--- src/rtl/cfgb_pkg.sv ---
package cfgb_pkg;
   // Control word layout; neighbouring software decodes these positions.
   localparam int unsigned WORD_W     = 32;
   localparam int unsigned RD_LSB     = 0;
   localparam int unsigned WD_LSB     = 8;
   localparam int unsigned IDX_LSB    = 16;
   localparam int unsigned COMMIT_BIT = 24;
   localparam int unsigned REL_BIT    = 28;
endpackage

--- src/rtl/cfgb_ctrl.sv ---
module cfgb_ctrl
   import cfgb_pkg::*;
#(
   parameter int unsigned DW = 8,
   parameter int unsigned AW = 5
) (
   input  logic              clk,
   input  logic              rst_n,
   input  logic              ld_i,
   input  logic [WORD_W-1:0] wdata_i,
   output logic              rel_o,
   output logic              commit_o,
   output logic [AW-1:0]     idx_o,
   output logic [DW-1:0]     wd_o
);
   always_ff @(posedge clk or negedge rst_n) begin
      if (!rst_n) begin
         rel_o    <= 1'b0;
         commit_o <= 1'b0;
         idx_o    <= '0;
         wd_o     <= '0;
      end else if (ld_i) begin
         rel_o    <= wdata_i[REL_BIT];
         commit_o <= wdata_i[COMMIT_BIT];
         idx_o    <= wdata_i[IDX_LSB +: AW];
         wd_o     <= wdata_i[WD_LSB +: DW];
      end
   end

   // loaded fields follow the written word
   p_fields_load_r2: assert property (@(posedge clk) disable iff (!rst_n)
      ld_i |=> (rel_o == $past(wdata_i[REL_BIT])) &&
               (commit_o == $past(wdata_i[COMMIT_BIT])) &&
               (idx_o == $past(wdata_i[IDX_LSB +: AW])));

   // no load, no change
   p_fields_hold_r8: assert property (@(posedge clk) disable iff (!rst_n)
      !ld_i |=> $stable(idx_o) && $stable(wd_o) && $stable(rel_o));
endmodule

--- src/rtl/cfgb_commit.sv ---
module cfgb_commit (
   input  logic clk,
   input  logic rst_n,
   input  logic commit_i,
   input  logic rel_i,
   output logic pulse_o
);
   logic prev_q;

   always_ff @(posedge clk or negedge rst_n) begin
      if (!rst_n) prev_q <= 1'b0;
      else        prev_q <= commit_i;
   end

   assign pulse_o = commit_i & ~prev_q & rel_i;

   // a held commit bit produces a single strobe
   p_single_strobe_r5: assert property (@(posedge clk) disable iff (!rst_n)
      pulse_o |=> !pulse_o);

   // a strobe needs the commit bit to have been low a cycle earlier
   p_edge_only_r6: assert property (@(posedge clk) disable iff (!rst_n)
      $past(commit_i) |-> !pulse_o);
endmodule

--- src/rtl/cfgb_bank.sv ---
module cfgb_bank #(
   parameter int unsigned DW       = 8,
   parameter int unsigned AW       = 5,
   parameter int unsigned NUM_REGS = 25,
   localparam int unsigned FLAT_W  = NUM_REGS * DW
) (
   input  logic              clk,
   input  logic              rst_n,
   input  logic              rel_i,
   input  logic              wr_en_i,
   input  logic [AW-1:0]     wr_idx_i,
   input  logic [DW-1:0]     wr_data_i,
   input  logic [AW-1:0]     rd_idx_i,
   output logic [DW-1:0]     rd_data_o,
   output logic [FLAT_W-1:0] flat_o
);
   logic [DW-1:0] regs [NUM_REGS];
   logic          rd_in_range;
   logic [DW-1:0] rd_mux;

   for (genvar k = 0; k < NUM_REGS; k++) begin : g_reg
      always_ff @(posedge clk or negedge rst_n) begin
         if (!rst_n)                                     regs[k] <= '0;
         else if (!rel_i)                                regs[k] <= '0;
         else if (wr_en_i && (wr_idx_i == AW'(k)))       regs[k] <= wr_data_i;
      end
      assign flat_o[k*DW +: DW] = regs[k];
   end

   always_comb begin
      rd_mux = '0;
      for (int k = 0; k < NUM_REGS; k++)
         if (rd_idx_i == AW'(k)) rd_mux = regs[k];
   end

   if (NUM_REGS < (1 << AW)) begin : g_partial
      assign rd_in_range = (int'(rd_idx_i) < NUM_REGS);
   end else begin : g_full
      assign rd_in_range = 1'b1;
   end

   assign rd_data_o = rd_in_range ? rd_mux : '0;

   // a strobe to a valid index lands the data one edge later
   p_commit_store_r4: assert property (@(posedge clk) disable iff (!rst_n)
      (wr_en_i && rel_i && (int'(wr_idx_i) < NUM_REGS)) |=>
         (regs[$past(wr_idx_i)] == $past(wr_data_i)));

   // holding the bank clears it
   p_hold_clear_r6: assert property (@(posedge clk) disable iff (!rst_n)
      !rel_i |=> (flat_o == '0));

   // nothing moves without a strobe to a valid index
   p_no_stray_r7: assert property (@(posedge clk) disable iff (!rst_n)
      (rel_i && !(wr_en_i && (int'(wr_idx_i) < NUM_REGS))) |=> $stable(flat_o));
endmodule

--- src/rtl/cfg_mbox_bridge.sv ---
module cfg_mbox_bridge
   import cfgb_pkg::*;
#(
   parameter int unsigned DW       = 8,
   parameter int unsigned AW       = 5,
   parameter int unsigned NUM_REGS = 25,
   parameter int unsigned BUS_AW   = 4,
   parameter int unsigned CTRL_OFS = 0,
   localparam int unsigned FLAT_W  = NUM_REGS * DW
) (
   input  logic              clk,
   input  logic              rst_n,
   input  logic              bus_valid,
   input  logic              bus_write,
   input  logic [BUS_AW-1:0] bus_addr,
   input  logic [31:0]       bus_wdata,
   output logic [31:0]       bus_rdata,
   output logic [FLAT_W-1:0] bank_flat
);
   if (NUM_REGS > (1 << AW)) begin : g_chk_depth
      $error("bank depth exceeds index range");
   end
   if ((RD_LSB + DW > WD_LSB) || (WD_LSB + DW > IDX_LSB) ||
       (IDX_LSB + AW > COMMIT_BIT)) begin : g_chk_layout
      $error("control word fields overlap");
   end

   logic          hit, ld;
   logic          rel, commit, strobe;
   logic [AW-1:0] idx;
   logic [DW-1:0] wd, rd;
   logic [31:0]   word;

   assign hit = (bus_addr == BUS_AW'(CTRL_OFS));
   assign ld  = bus_valid & bus_write & hit;

   cfgb_ctrl #(.DW(DW), .AW(AW)) u_ctrl (
      .clk(clk), .rst_n(rst_n), .ld_i(ld), .wdata_i(bus_wdata),
      .rel_o(rel), .commit_o(commit), .idx_o(idx), .wd_o(wd)
   );

   cfgb_commit u_commit (
      .clk(clk), .rst_n(rst_n), .commit_i(commit), .rel_i(rel), .pulse_o(strobe)
   );

   cfgb_bank #(.DW(DW), .AW(AW), .NUM_REGS(NUM_REGS)) u_bank (
      .clk(clk), .rst_n(rst_n), .rel_i(rel), .wr_en_i(strobe),
      .wr_idx_i(idx), .wr_data_i(wd), .rd_idx_i(idx), .rd_data_o(rd),
      .flat_o(bank_flat)
   );

   always_comb begin
      word                  = '0;
      word[REL_BIT]         = rel;
      word[COMMIT_BIT]      = commit;
      word[IDX_LSB +: AW]   = idx;
      word[WD_LSB +: DW]    = wd;
      word[RD_LSB +: DW]    = rd;
   end

   assign bus_rdata = hit ? word : '0;

   // other offsets read zero
   p_miss_zero_r8: assert property (@(posedge clk) disable iff (!rst_n)
      !hit |-> (bus_rdata == '0));

   // the low byte tracks the bank bus for the selected index
   p_live_read_r3: assert property (@(posedge clk) disable iff (!rst_n)
      (hit && (int'(idx) < NUM_REGS)) |-> (bus_rdata[RD_LSB +: DW] == bank_flat[idx*DW +: DW]));
endmodule

--- config.mk ---
export PLATFORM = sky130hd
export DESIGN_NAME = cfg_mbox_bridge
export DESIGN_NICKNAME = d
export VERILOG_FILES = /design/src/rtl/cfgb_pkg.sv /design/src/rtl/cfgb_ctrl.sv /design/src/rtl/cfgb_commit.sv /design/src/rtl/cfgb_bank.sv /design/src/rtl/cfg_mbox_bridge.sv
export SDC_FILE = /design/constraint.sdc
export NUM_CORES = 1
export LEC_CHECK = 0
export CAP_MARGIN = 20
export CORE_MARGIN = 5
export CORE_UTILIZATION = 51
export DETAILED_ROUTE_END_ITERATION = 16
export PLACE_DENSITY = 0.81
export REMOVE_ABC_BUFFERS = 1
export SETUP_SLACK_MARGIN = 0.15
export SLEW_MARGIN = 20
export SYNTH_ARGS = -nofsm -noshare
export SYNTH_HDL_FRONTEND = slang
export SYNTH_SLANG_ARGS = --single-unit
export TNS_END_PERCENT = 20
--- constraint.sdc ---
create_clock -name clk -period 3.2 [get_ports clk]
set_clock_uncertainty 0.15 [all_clocks]
set_input_delay 0.64 -clock clk [delete_from_list [all_inputs] [get_ports clk]]
set_output_delay 0.64 -clock clk [all_outputs]
set_load 0.005 [all_outputs]
# Word-level counts from Yosys, hierarchy flattened
# Cells that the tools add are included.
# word_totals
regBits,216
latch_bits,0
ramBits,0
rom_bits,0
in_bits,40
output_inout_bits,232
word_cells,189
mem_count,0
# op_classes
n_addsub,0
n_mul,0
n_div,0
order_cmp,1
eq_ne,49
shifts,0
muxes,77
bitwise,5
n_reduce_logical,27
# op_table
cell,count
$mux 8,76
$ne 2x1->1 const B,25
$eq 5x5->1 const B,9
$eq 5x4->1 const B,8
$mux 29,1
$logic_and 1x1->1,25
$eq 5x3->1 const B,4
$eq 5x2->1 const B,2
$eq 5x1->1 const B,1
$logic_not 5->1,1
$lt 5x5->1 const B,1
$and 1x1->1,4
$logic_not 4->1,1
$not 1->1,1

# Logic depth before layout (Yosys ltp)
# logic_depth
word_depth,28
depth_mapped,9
mapped_depth_nobuf,6

# By module
# Synthesis repeated with hierarchy kept, for this count alone.
# hier_totals
cells_unflattened,1243
hier_area_um2,12305.6
# by_module_without_submodules
mod,instances,cells_per_inst,area_per_inst_um2,seq_area_each_um2
cfgb_bank,1,1172,11393.4,5004.8
cfgb_ctrl,1,32,613.1,375.4
cfg_mbox_bridge,1,37,265.3,0.0
cfgb_commit,1,2,33.8,25.0

# Worst setup path before layout
# Ideal clock, no wire load.
# synth_timing
path_kind,input -> output
from,in bus_addr[1]
to,out bus_rdata[0]
t_arrival_ps,1817
required_time_ps,2410
slack_ps,593
path_stages,4
path_buffers,0
cell_sequence,nor4_2 -> o21ai_0 -> a211o_1 -> a31oi_1
# synth_via
elab_chain_cells,2
# synth_lines
item,line_no,rtl
from (decl),cfg_mbox_bridge.sv:15,"input logic [BUS_AW-1:0] bus_addr,"
$logic_not 4->1,cfg_mbox_bridge.sv:34,assign hit = (bus_addr == BUS_AW'(CTRL_OFS));
$mux 29,cfg_mbox_bridge.sv:61,assign bus_rdata = hit ? word : '0;
to (decl),cfg_mbox_bridge.sv:17,"output logic [31:0] bus_rdata,"
# No other way between the ends.

# Worst setup path after layout
# layout_timing
from,reg u_ctrl.idx_o[3]
to,out bus_rdata[0]
# layout_via
elab_chain_cells,28
elab_cells_between_ends,53
classes_between,order compare: 1; eq/ne: 24; mux: 27; reduce/logical: 1
# layout_lines
item,line_no,rtl
from (decl),cfgb_ctrl.sv:13,"output logic [AW-1:0] idx_o,"
from (signal assigned),cfgb_ctrl.sv:25,idx_o <= wdata_i[IDX_LSB +: AW];
$logic_not 5->1,cfgb_bank.sv:33,if (rd_idx_i == AW'(k)) rd_mux = regs[k];
$mux 8 (25 in a row),cfgb_bank.sv:33,
$mux 8 (*),cfgb_bank.sv:42,assign rd_data_o = rd_in_range ? rd_mux : '0;
$mux 29 (*),cfg_mbox_bridge.sv:61,
# Every way passes the cells marked *; elsewhere a longest branch is shown, timed or not.

==> results_dict.tcl <==
set metrics [dict create \
    commonest_cells_after_routing_fill_and_taps_aside "sky130_fd_sc_hd__clkdlybuf4s50_1 (223), sky130_fd_sc_hd__nand2_1 (214), sky130_fd_sc_hd__dfrtp_1 (211)" \
    path_max_fanout 4 \
    die-area_mm2 0.02627 \
    grt_antenna_before_repair 3 \
    ys_seq_area_share_pct 45.83 \
    totalNegativeSetupSlack_ps -1842 \
    final_layout_size_suffix_gt1_share_pct 20.63 \
    mappedNetlistArea_mm2 0.01179 \
    worstSkewPairLatency_ps 530 \
    synth_flop_cell "sky130_fd_sc_hd__dfrtp_1" \
    num_vias 12360 \
    timing.final.setup_violations 8 \
    placement_rows 55 \
    placement.setup.worst_slack_ps -362.6 \
    syn-instance-count 1278 \
    synth_enable_flop_cells 0 \
    unrepaired_setup_endpoints_after_global_routing "yes" \
    grt_util_all_layers_pct 36.07 \
    power_density_mw_per_mm2 499.0 \
    max-clock-path-buffers 3 \
    ys_ff_latch 216 \
    post-route-drc-count 0 \
    worst_ir_drop_vdd_v 0.0004149 \
    grt_pass1_wl_um 73880 \
    timing.setup.critical_path_class "flip-flop to primary output" \
    gr-total-overflow 0 \
    cts_tree "built" \
    syn_area_per_cell_um2 9.228 \
    numCtsBuffers 24 \
    finalHoldWorstSlack_ps 361.5 \
    design.final.nets 1665 \
    placed_cells_incl_taps 1857 \
    io_buffer_count 245 \
    post_detailed_route_count_of_antenna_violating_nets 0 \
    post_drt_wl_per_cell_um 25.25 \
    timing.final.hold_violations 0 \
    violations "negative setup slack" \
    gate_family_responsible_for_the_most_delay_along_the_worst_path "compound AO/OA/AOI/OAI gates" \
    cap_viol_max_count 0 \
    instances_no_fill 1929 \
    core_area_mm2 0.02271 \
    async_flop_share_pct 100.0 \
    clockRootBuffer "sky130_fd_sc_hd__clkbuf_16" \
    worst_pin_slew_ps 723.2 \
    number_of_buffer_and_inverter_stages_on_the_critical_path 2 \
    fin_crit_sh_pct 109.9 \
    chipWidth_um 162.1 \
    timing.hold.worst.class "flip-flop to flip-flop" \
    synth_warnings 0 \
    clock_tree.htree_level_count 1 \
    cpPeakStageDelay_ps 440 \
    cp_data_required_time_ps 2410 \
    setup.worst_path.end_class "primary output" \
    arrival_time_at_the_worst_endpoint_ps 2730 \
    start_util_pct 51.93 \
    route.detailed.vias_per_inst 6.410 \
    distinct_cells_synth 61 \
    final_common_cell "sky130_fd_sc_hd__clkdlybuf4s50_1" \
    path_cells "buf_4 > or3b_1 > nor2_2 > a21oi_2 > o32ai_2 > o211ai_1 > a31oi_1 > buf_2" \
    timing.slew.headroom_pct 51.61 \
    cts.sinks 216 \
    chipHeight_um 162.1 \
    dp_hpwl_um 33490 \
    layout-area-overhead-vs-synth_pct 42.48 \
    crit_path_start_kind "flip-flop" \
    clk_pin_slew_ps 70 \
    setup_ws_ps -318.1 \
    period_needed_ps 3518 \
    max_clock_freq_ghz 0.2842 \
    critical-path-slowest-cell "sky130_fd_sc_hd__dfrtp_2" \
    totalWireLength_um 48720 \
    run_status "finished with violations" \
    grt_start_max_net_pins 131 \
    place_congestion 0.9867 \
    cellLeakagePower_nw 6.615 \
    floorplan.io_pins 272 \
    number_of_drc_markers_after_the_initial_detailed_route_iteration 1476 \
    grt_pass1_vias 12240 \
    drt_pass1_iterations 9 \
    maxSlewViolCount 0 \
]
-- layer usage --
metal	global-route usage (%)	share of wire [%]	vias up
li1	-	-	5178
met1	48.65	38	6040
met2	54.76	45	933
met3	8.678	11	211
met4	17.99	5.4	2
met5	0	0.027	-
-- cell usage after synthesis, types with 5 or more instances --
| cell | n | area [um2] |
|---|---|---|
| sky130_fd_sc_hd__buf_4 | 15 | 112.6 |
| sky130_fd_sc_hd__and2_1 | 16 | 100.1 |
| sky130_fd_sc_hd__clkbuf_1 | 67 | 251.5 |
| sky130_fd_sc_hd__a31oi_1 | 7 | 43.79 |
| sky130_fd_sc_hd__mux2i_1 | 79 | 790.8 |
| sky130_fd_sc_hd__a211oi_1 | 5 | 37.54 |
| sky130_fd_sc_hd__mux2_2 | 19 | 214.0 |
| sky130_fd_sc_hd__nor2_1 | 39 | 146.4 |
| sky130_fd_sc_hd__and3_1 | 5 | 31.28 |
| sky130_fd_sc_hd__nor3_1 | 11 | 55.05 |
| sky130_fd_sc_hd__nor2b_1 | 74 | 462.9 |
| sky130_fd_sc_hd__a21oi_1 | 28 | 140.1 |
| sky130_fd_sc_hd__nand2b_1 | 8 | 50.05 |
| sky130_fd_sc_hd__o22ai_1 | 10 | 62.56 |
| sky130_fd_sc_hd__nand3_1 | 71 | 355.3 |
| sky130_fd_sc_hd__a21boi_0 | 141 | 1059 |
| sky130_fd_sc_hd__o221ai_1 | 5 | 43.79 |
| sky130_fd_sc_hd__buf_2 | 37 | 185.2 |
| sky130_fd_sc_hd__o21ai_0 | 97 | 485.5 |
| sky130_fd_sc_hd__a22o_1 | 8 | 70.07 |
| sky130_fd_sc_hd__a22oi_1 | 16 | 120.1 |
| sky130_fd_sc_hd__nor2_2 | 5 | 31.28 |
| sky130_fd_sc_hd__dfrtp_1 | 216 | 5405 |
| sky130_fd_sc_hd__inv_1 | 6 | 22.52 |
| sky130_fd_sc_hd__o211ai_1 | 5 | 37.54 |
| sky130_fd_sc_hd__nand2_1 | 216 | 810.8 |
-- state kept, by name (all words and copies together), names as in the netlist --
| signal | cells |
|---|---|
| u_ctrl.commit_o | 1 |
| u_ctrl.idx_o | 5 |
| u_bank.flat_o | 200 |
| u_ctrl.rel_o | 1 |
| u_ctrl.wd_o | 8 |
| u_commit.prev_q | 1 |
-- layout make-up --
class | instances | area, um2
clock inverter | 11 | 143.9
sequential | 216 | 5414
tap | 285 | 356.6
inverter | 6 | 26.28
multi-input combinational | 941 | 6155
fill | 1619 | 5906
timing repair buffer | 436 | 4030
clock buffer | 33 | 675.6
antenna | 1 | 2.502
-- final timing paths --
kind                                      end       startpoint  slack, ps  cells after the start
max                              bus_rdata[0]  u_ctrl.idx_o[3]       -320                      8
min                           u_commit.prev_q  u_ctrl.commit_o        360                      0
max reg2reg                 u_bank.flat_o[83]  u_ctrl.idx_o[0]        270                      9
min reg2reg                   u_commit.prev_q  u_ctrl.commit_o        360                      0
max in group asynchronous        u_ctrl.rel_o            rst_n       1510                      3
min in group asynchronous  u_bank.flat_o[190]            rst_n        530                      2
-- per-stage QoR --
| stage | util (%) | power (W) | instance area, um2 |
|---|---|---|---|
| final | 73.99 | 0.008385 | 16800 |
| after global routing | 73.99 | 0.008580 | 16800 |
| after CTS | 73.39 | 0.008188 | 16670 |
| after detailed placement | 67.77 | 0.005089 | 15390 |
| after global placement | 67.77 | 0.005080 | 15390 |
| after floorplan | - | 0.003867 | 11260 |
-- cell families after synthesis --
group	share of synthesized area [%]
AND/OR/NAND/NOR	19.17
AO/OA/AOI/OAI	20.90
flip-flops	45.83
buffers and inverters	4.976
multiplexers	9.092
other	0.03180
-- repair_timing --
item / CTS / global route
gates resized for setup: 122 / 29
endpoints found under the setup margin: 19 / 13
hold buffers: 1 / 0
pin swaps: 26 / 11
endpoints found under the hold margin: 16 / 0
buffers inserted: 22 / 3
-- power breakdown --
part | switching (W) | internal, W | total, W | leakage, nW
sequential | 0.0000871 | 0.00278 | 0.00287 | 2.99
combinational | 0.00154 | 0.00108 | 0.00262 | 3.22
clock | 0.00118 | 0.00173 | 0.00290 | 0.400
total | 0.00280 | 0.00558 | 0.00839 | 6.61
Note: power is estimated with default switching activity, not from simulation.
